$ cat config.mk
export PLATFORM = sky130hd
export DESIGN_NAME = spi_cmd_guard
export DESIGN_NICKNAME = d
export VERILOG_FILES = /design/src/rtl/spi_cmd_guard.sv
export SDC_FILE = /design/constraint.sdc
export NUM_CORES = 1
export LEC_CHECK = 0
export BUFFER_PORTS_ARGS = -buffer_cell sky130_fd_sc_hd__buf_2
export CAP_MARGIN = 20
export CELL_PAD_IN_SITES_DETAIL_PLACEMENT = 1
export CELL_PAD_IN_SITES_GLOBAL_PLACEMENT = 1
export CORE_MARGIN = 5
export CORE_UTILIZATION = 43
export DETAILED_ROUTE_END_ITERATION = 7
export HOLD_SLACK_MARGIN = 0.15
export PLACE_DENSITY_LB_ADDON = 0.08
export SLEW_MARGIN = 15
export SYNTH_ARGS = -nofsm -noshare
export SYNTH_HDL_FRONTEND = slang
export SYNTH_SLANG_ARGS = --single-unit
$ cat constraint.sdc
create_clock -name clk -period 2.7 [get_ports clk]
set_input_delay 0.27 -clock clk [delete_from_list [all_inputs] [get_ports clk]]
set_output_delay 0.27 -clock clk [all_outputs]
set_load 0.1 [all_outputs]
$ cat src/rtl/spi_cmd_guard.sv
module spi_cmd_guard #(
  parameter int OP_W = 8,
  parameter int CNT_W = 8,
  parameter int SYNC_N = 2,
  parameter logic [OP_W-1:0] SAFE_OP = 'h05
) (
  input  logic             clk,
  input  logic             rst_n,
  input  logic             sig_done,
  input  logic             sig_ok,
  input  logic             cfg_we,
  input  logic [OP_W-1:0]  cfg_idx,
  input  logic             cfg_allow,
  input  logic             cfg_lock,
  input  logic             h_sclk,
  input  logic             h_csn,
  input  logic             h_mosi,
  output logic             h_miso,
  output logic             f_sclk,
  output logic             f_csn,
  output logic             f_mosi,
  input  logic             f_miso,
  output logic             alert,
  output logic [CNT_W-1:0] sub_count
);
  localparam int NUM_OPS = 1 << OP_W;
  localparam int BIT_W = $clog2(OP_W);
  localparam int BURST_W = BIT_W + 1;
  localparam logic [BIT_W-1:0] LAST_BIT = BIT_W'(OP_W - 1);
  localparam logic [BURST_W-1:0] LAST_PULSE = BURST_W'(2 * OP_W - 1);

  typedef enum logic [1:0] {G_WAIT, G_OPEN, G_FAIL} gate_t;
  typedef enum logic [1:0] {PH_IDLE, PH_OPC, PH_BURST, PH_PASS} phase_t;

  gate_t gate;
  phase_t ph;

  logic [SYNC_N-1:0] sclk_sync, csn_sync, mosi_sync;
  logic s_sclk, s_csn, s_mosi, sclk_prev, csn_prev;
  logic sclk_rise, csn_fall;

  logic [NUM_OPS-1:0] allow_map;
  logic locked;

  logic [OP_W-1:0] op_sr, out_op;
  logic [OP_W-1:0] op_next;
  logic [BIT_W-1:0] bit_cnt;
  logic [BURST_W-1:0] bcnt;
  logic [BIT_W-1:0] burst_idx;
  logic op_done, deny_evt;
  logic f_sclk_d, f_mosi_d;

  always_ff @(posedge clk) begin
    if (!rst_n) begin
      sclk_sync <= '0;
      csn_sync  <= '1;
      mosi_sync <= '0;
      sclk_prev <= 1'b0;
      csn_prev  <= 1'b1;
    end else begin
      sclk_sync <= {sclk_sync[SYNC_N-2:0], h_sclk};
      csn_sync  <= {csn_sync[SYNC_N-2:0], h_csn};
      mosi_sync <= {mosi_sync[SYNC_N-2:0], h_mosi};
      sclk_prev <= s_sclk;
      csn_prev  <= s_csn;
    end
  end

  assign s_sclk = sclk_sync[SYNC_N-1];
  assign s_csn  = csn_sync[SYNC_N-1];
  assign s_mosi = mosi_sync[SYNC_N-1];
  assign sclk_rise = s_sclk & ~sclk_prev;
  assign csn_fall  = csn_prev & ~s_csn;

  always_ff @(posedge clk) begin
    if (!rst_n)
      gate <= G_WAIT;
    else if (gate == G_WAIT && sig_done)
      gate <= sig_ok ? G_OPEN : G_FAIL;
  end

  always_ff @(posedge clk) begin
    if (!rst_n) begin
      allow_map <= '0;
      locked <= 1'b0;
    end else begin
      if (cfg_lock) locked <= 1'b1;
      if (cfg_we && !locked) allow_map[cfg_idx] <= cfg_allow;
    end
  end

  assign op_next  = {op_sr[OP_W-2:0], s_mosi};
  assign op_done  = (ph == PH_OPC) && !s_csn && sclk_rise && (bit_cnt == LAST_BIT);
  assign deny_evt = op_done && !allow_map[op_next];

  always_ff @(posedge clk) begin
    if (!rst_n || s_csn) begin
      ph <= PH_IDLE;
      bit_cnt <= '0;
      bcnt <= '0;
      op_sr <= '0;
      out_op <= '0;
    end else begin
      case (ph)
        PH_IDLE:
          if (csn_fall && gate == G_OPEN) begin
            ph <= PH_OPC;
            bit_cnt <= '0;
          end
        PH_OPC:
          if (sclk_rise) begin
            op_sr <= op_next;
            if (bit_cnt == LAST_BIT) begin
              ph <= PH_BURST;
              bcnt <= '0;
              out_op <= allow_map[op_next] ? op_next : SAFE_OP;
            end else begin
              bit_cnt <= bit_cnt + 1'b1;
            end
          end
        PH_BURST:
          if (bcnt == LAST_PULSE) ph <= PH_PASS;
          else bcnt <= bcnt + 1'b1;
        default: ph <= PH_PASS;
      endcase
    end
  end

  always_ff @(posedge clk) begin
    if (!rst_n) begin
      alert <= 1'b0;
      sub_count <= '0;
    end else begin
      if (deny_evt || (gate == G_WAIT && sig_done && !sig_ok)) alert <= 1'b1;
      if (deny_evt && sub_count != '1) sub_count <= sub_count + 1'b1;
    end
  end

  assign burst_idx = LAST_BIT - bcnt[BURST_W-1:1];

  always_comb begin
    case (ph)
      PH_BURST: begin f_sclk_d = bcnt[0]; f_mosi_d = out_op[burst_idx]; end
      PH_PASS:  begin f_sclk_d = s_sclk;  f_mosi_d = s_mosi; end
      default:  begin f_sclk_d = 1'b0;    f_mosi_d = 1'b0; end
    endcase
  end

  always_ff @(posedge clk) begin
    if (!rst_n) begin
      f_csn <= 1'b1;
      f_sclk <= 1'b0;
      f_mosi <= 1'b0;
    end else begin
      f_csn <= (ph == PH_IDLE);
      f_sclk <= f_sclk_d;
      f_mosi <= f_mosi_d;
    end
  end

  assign h_miso = (gate == G_OPEN) & f_miso;

  AST_CLOSED_QUIET: assert property (@(posedge clk) disable iff (!rst_n) gate != G_OPEN |-> f_csn && !f_sclk);
  AST_FAIL_CLOSED: assert property (@(posedge clk) disable iff (!rst_n) gate == G_FAIL |-> alert && f_csn);
  AST_DENY_ALERT: assert property (@(posedge clk) disable iff (!rst_n) deny_evt |=> alert);
  AST_OPC_SILENT: assert property (@(posedge clk) disable iff (!rst_n) ph == PH_OPC |=> !f_sclk);
  AST_LOCK_FROZEN: assert property (@(posedge clk) disable iff (!rst_n) locked |=> $stable(allow_map));
  AST_CNT_STEP: assert property (@(posedge clk) disable iff (!rst_n) sub_count != $past(sub_count) |-> sub_count == CNT_W'($past(sub_count) + 1'b1));
  AST_CS_IDLE: assert property (@(posedge clk) disable iff (!rst_n) s_csn |=> ph == PH_IDLE);
  AST_ALERT_STICKY: assert property (@(posedge clk) disable iff (!rst_n) alert |=> alert);
endmodule

# Word level (Yosys, flattened, before mapping)
# Cells that the tools add are included.
# classes
addsub	4
magnitude_cmp	4
eq_ne	13
muxes	24
bitwise	5
n_reduce_logical	26
# op_table
op	n
bitwise mux 256 bit	1
< comparator 8 x 9 -> 1 bit (second input constant)	2
two-way mux 4 bit	3
AND reduction 4 bit	3
logical AND 1 bit	10
two-way mux 2 bit	5
inequality test 2 bit (second input constant)	5
two-way mux 3 bit	3
adder 8 x 1 -> 8 bit (second input constant)	1
binary-select mux 1 bit (select 8 bit)	1
demux 1 bit (select 8 bit)	1
greater-or-equal comparator 8 x 1 -> 1 bit (second input constant)	1
two-way mux 8 bit	1
inequality test 8 bit (second input constant)	1
case mux 4 bit (2 select lines)	1
case mux 2 bit (3 select lines)	1
case mux 3 bit (2 select lines)	1
zero test 1 bit	5
adder 4 x 1 -> 4 bit (second input constant)	1
equality test 2 x 1 -> 1 bit (second input constant)	2
equality test 2 bit (second input constant)	2
equality test 4 bit (second input constant)	1
zero test 2 bit	2
< comparator 3 x 4 -> 1 bit (second input constant)	1
other kinds (13)	21
# totals
reg_bits	303
in_bits	19
output_inout_bits	13
elab_cells	94

# Depth between registers and ports, before layout
# logic_depth
word_depth	6
ltp_mapped	11
ltp_nobuf	8

# Worst setup path before layout
# Ideal clock, no wire load.
# synth_timing
kind	register to register
start	register op_sr[1]
end	register sub_count[4]
setup_ns	0.070
arrival_time_ns	2.861
t_required_ns	2.630
slack_ns	-0.231
path_stages_with_launch	12
path_buffers	3
period_less_slack_ns	2.931
path_cell_list	dfxtp_1 -> buf_4 -> buf_2 -> buf_6 -> mux4_2 -> a22oi_1 -> a211oi_1 -> o41ai_2 -> o41ai_2 -> or2_4 -> or4_1 -> a21oi_1
# synth_via
elab_chain_len	5
# synth_rtl
item	line_no	rtl
from (decl)	45	logic [OP_W-1:0] op_sr, out_op;
from (signal assigned)	112	op_sr <= op_next;
binary-select mux 1 bit (select 8 bit)	94	assign deny_evt = op_done && !allow_map[op_next];
two-way mux 1 bit (not written as such)	94	
zero test 1 bit	94	
logical AND 1 bit	94	
logical AND 1 bit	135	if (deny_evt && sub_count != '1) sub_count <= sub_count + 1'b1;
to (signal assigned)	135	
to (decl)	24	output logic [CNT_W-1:0] sub_count
# Every way passes these cells. The select of a mux whose other input is x is not followed.
# A chain may end at the register's enable or synchronous reset.

# Final worst setup path
# layout_timing
start	register mosi_sync[1]
end	register sub_count[5]
# layout_via
elab_chain_len	5
# layout_rtl
item	line_no	rtl
from (decl)	38	logic [SYNC_N-1:0] sclk_sync, csn_sync, mosi_sync;
from (signal assigned)	63	mosi_sync <= {mosi_sync[SYNC_N-2:0], h_mosi};
binary-select mux 1 bit (select 8 bit)	94	
two-way mux 1 bit (not written as such)	94	
zero test 1 bit	94	
logical AND 1 bit	94	
logical AND 1 bit	135	
# Every way passes these cells. The select of a mux whose other input is x is not followed.

==> results by group <==
CTS
  • Reg clk slew, reported paths: 0.07 ns
  • # clock sinks: 303
  • Max clock buf depth: 3
  • CTS H-Tree Depth: 2
  • Clk Tree Root Cell: clkbuf_16
  • Clk_lat worst skew: 0.52 ns
  • Num CTS Buffers: 36
  • CTS tree: yes

Yosys
  • Top_reg_cell synth: dfxtp_1
  • Synth warnings: 0
  • Post-Synth XOR/XNOR Area: 0.003718
  • Gate Count Post-Synth: 1674
  • Syn nets: 1697
  • Syn Std Cell Area: 0.01413 mm^2
  • Yosys cell types: 51
  • Number of flops mapped to enable cells by yosys: 0
  • Post-Synth Simple-Gate Area: 0.1840
  • Syn Area/Cell: 8.443 um^2
  • FF+latch count, synth: 303
  • Fraction of the mapped netlist area in compound gates: 0.2030
  • Post-synth ARST share: 0
  • Adder-cell share of the synthesized area: 0.003541
  • Mux contribution to synthesized area: 0.1254
  • Largest family of logic cells by synthesized area: compound AO/OA/AOI/OAI gates
  • Sequential share of the synthesized area: 0.4292

Final layout
  • Area occupied by multi-input gates: 0.007576 mm^2
  • Area growth syn-to-layout: 19.48%
  • Reg area: 0.006073 mm^2
  • FILL cells: 3788
  • Post-layout nets: 1733
  • Layout cells sized above 1: 0.1910
  • Final Instance Area: 0.01689 mm^2

STA
  • Worst Skew: 0.01403 ns
  • Final setup fails: 16
  • Final slew viol count: 0
  • Slew headroom: 0.3043
  • Final Hold Fails: 0
  • Setup TNS: -4.081 ns
  • Worst slew pin tran: 1.043 ns
  • Fin worst setup slack: -0.4067 ns
  • RSZ-0062 raised after global routing: yes
  • Fmax: 0.3219 GHz
  • Min Tclk post-route: 3.107 ns
  • Final period util: 1.151

Drt
  • DRC: 0
  • DR pass1 iterations: 5
  • Post-Route WL: 50470 um
  • ANT nets after route: 0
  • Wire per inst: 23.19 um
  • Iter 0 DRT Violations: 885
  • Via-to-Cell Ratio: 6.223
  • Vias: 13540

Floorplanning
  • Starting Density: 0.4355
  • Die Wd: 191.3 um
  • CORE AREA: 0.03245 mm^2
  • Site Rows: 66
  • Io pins: 32
  • Chip height: 191.3 um
  • Die area: 0.03659 mm^2

Pwr
  • Leak pwr: 0.005446 uW
  • Worst VDD drop: 0.4131 mV
  • Pwr/cell area: 589.5 mW/mm^2
  • Overall power: 9954 uW

Worst setup path
  • CP Data Required Time: 3.08 ns
  • CP Class: reg2reg
  • Crit path DAT: 3.48 ns
  • Crit end category: flip-flop
  • R2R cell count: 10
  • R2r setup slk: -0.41 ns
  • FF-to-FF Start: mosi_sync[1]
  • CP Launch Type: flip-flop
  • Crit path from: mosi_sync[1]
  • Reg2reg end: sub_count[5]
  • Crit-path max FO: 7

Global routing
  • Largest net degree at the start of global routing: 114
  • Vias in the first global route: 13680
  • Total Routing Usage GR: 0.2725
  • Grt total ovfl: 0
  • Global-route wire length before repair: 79570 um
  • Initial antenna violation count: 0

Run status
  • Failing checks: setup timing
  • Status: finished, violations left

Min path
  • Worst min-delay path class: in2reg
  • Min-delay src: cfg_allow
  • Worst hold path endpoint: allow_map[148]
  • Hold path cells: 3

Placement
  • Post-DP HPWL: 33650 um
  • Post-place setup slack: -0.5071 ns
  • Area after DPL: 0.01531 mm^2
  • Port buffer count: 31
  • GPL Wtd Cong: 0.8076

Run
  • MaxCap Viol Count: 0
-- power breakdown --
group,total (uW),internal (uW),switching [uW]
combinational,519,133,386
sequential,4490,4480,9.49
clock,4940,3020,1920
-- cells by family (layout without fill, tap and decap cells) --
family / Yosys count / after routing
AOI/OAI and AO/OA: 546 / 546
xor gates and xnor gates: 6 / 6
DFF: 303 / 303
buffers and inverters: 177 / 236
and+or+nand+nor: 543 / 543
muxes: 95 / 95
adders and majority gates: 4 / 4
other: 0 / 1
-- cells in the mapped netlist, drive strengths merged, types with 11 or more instances --
library cell    n  area share
nor2           55       0.015
nand3         274       0.097
clkbuf        149       0.040
nand2b         15      0.0066
nor3           25      0.0089
buf            22       0.010
mux2           14       0.011
o21ai         231       0.082
nor4           11      0.0049
dfxtp         303        0.43
nor2b          14      0.0062
mux2i          20       0.014
mux4           61        0.10
nand2         120       0.032
a21oi         270       0.096
-- critical path, stage by stage, from the launching register on --
cell,delay [ns]
dfxtp_4,0.44
buf_6,0.13
mux4_2,0.48
mux4_2,0.52
o211ai_1,0.39
a31oi_2,0.20
buf_6,0.18
buf_4,0.13
nor4_2,0.28
xnor2_1,0.16
nor2_1,0.06
-- metrics by stage --
stage            util  hold WS, ns  instances
6_report       0.5203       0.2833       2176
3_5_place_dp   0.4717       0.4036       2092
2_1_floorplan       -       0.3715       1674
4_1_cts        0.5168       0.3098       2171
3_3_place_gp   0.4717       0.4011       2092
5_1_grt        0.5202       0.3295       2175
-- final cells by class --
cell class,instances,area share
Clock inverter,4,0.004149
Antenna cell,1,0.0001482
Clock buffer,57,0.06639
Inverter,6,0.001778
Sequential cell,303,0.3597
Timing Repair Buffer,169,0.08647
Multi-Input combinational cell,1194,0.4487
Tap cell,442,0.03275
-- flip-flops by register name, summed over array words and instances, names as in the netlist, 2 cells and up --
register,flops
mosi_sync,2
bit_cnt,3
op_sr,7
allow_map,256
csn_sync,2
ph,2
sclk_sync,2
bcnt,4
out_op,8
sub_count,8
gate,2
-- layout by cell type (no fill, tap or decap), types with 6 or more instances in the layout --
cell,n
o21ai_0,231
nor2_1,54
and2_1,6
nor4_2,9
mux2_2,14
nand2b_1,15
nor2b_1,14
buf_12,14
nand4_1,6
mux4_1,7
buf_2,30
a21oi_1,270
mux4_2,54
buf_6,9
clkbuf_8,12
clkbuf_16,37
nor3_2,16
buf_4,104
dlygate4sd3_1,9
dfxtp_1,301
mux2i_1,19
nor3_1,7
nand3_1,274
nand2_1,120
clkbuf_1,8
-- worst max-delay path by stage --
stage                     slack (ns)  cells past startpoint            to
after global routing           -0.48                     10  sub_count[3]
after global placement         -0.43                     11  sub_count[2]
after detailed placement       -0.51                     11  sub_count[6]
after CTS                      -0.33                     10  sub_count[3]
after floorplan                -0.09                     10  sub_count[4]
final                          -0.41                     10  sub_count[5]
-- metal layers --
| layer | share of wire | global-route usage | vias to the layer above |
|---|---|---|---|
| met5 | 0 | 0 | - |
| met4 | 0.026 | 0.07017 | 0 |
| met1 | 0.45 | 0.3728 | 6952 |
| li1 | - | - | 6164 |
| met2 | 0.48 | 0.4617 | 329 |
| met3 | 0.046 | 0.03086 | 96 |
-- timing repair --
action                                  in CTS  in global routing
pin swaps                                    2                  9
cloned                                       1                  0
endpoints found under the hold margin        7                  0
resized for setup                           19                 21
hold buffers                                 9                  0
endpoints found under the setup margin      16                 17
buffers inserted                             9                  5
Power figures use the tool's default switching activity.
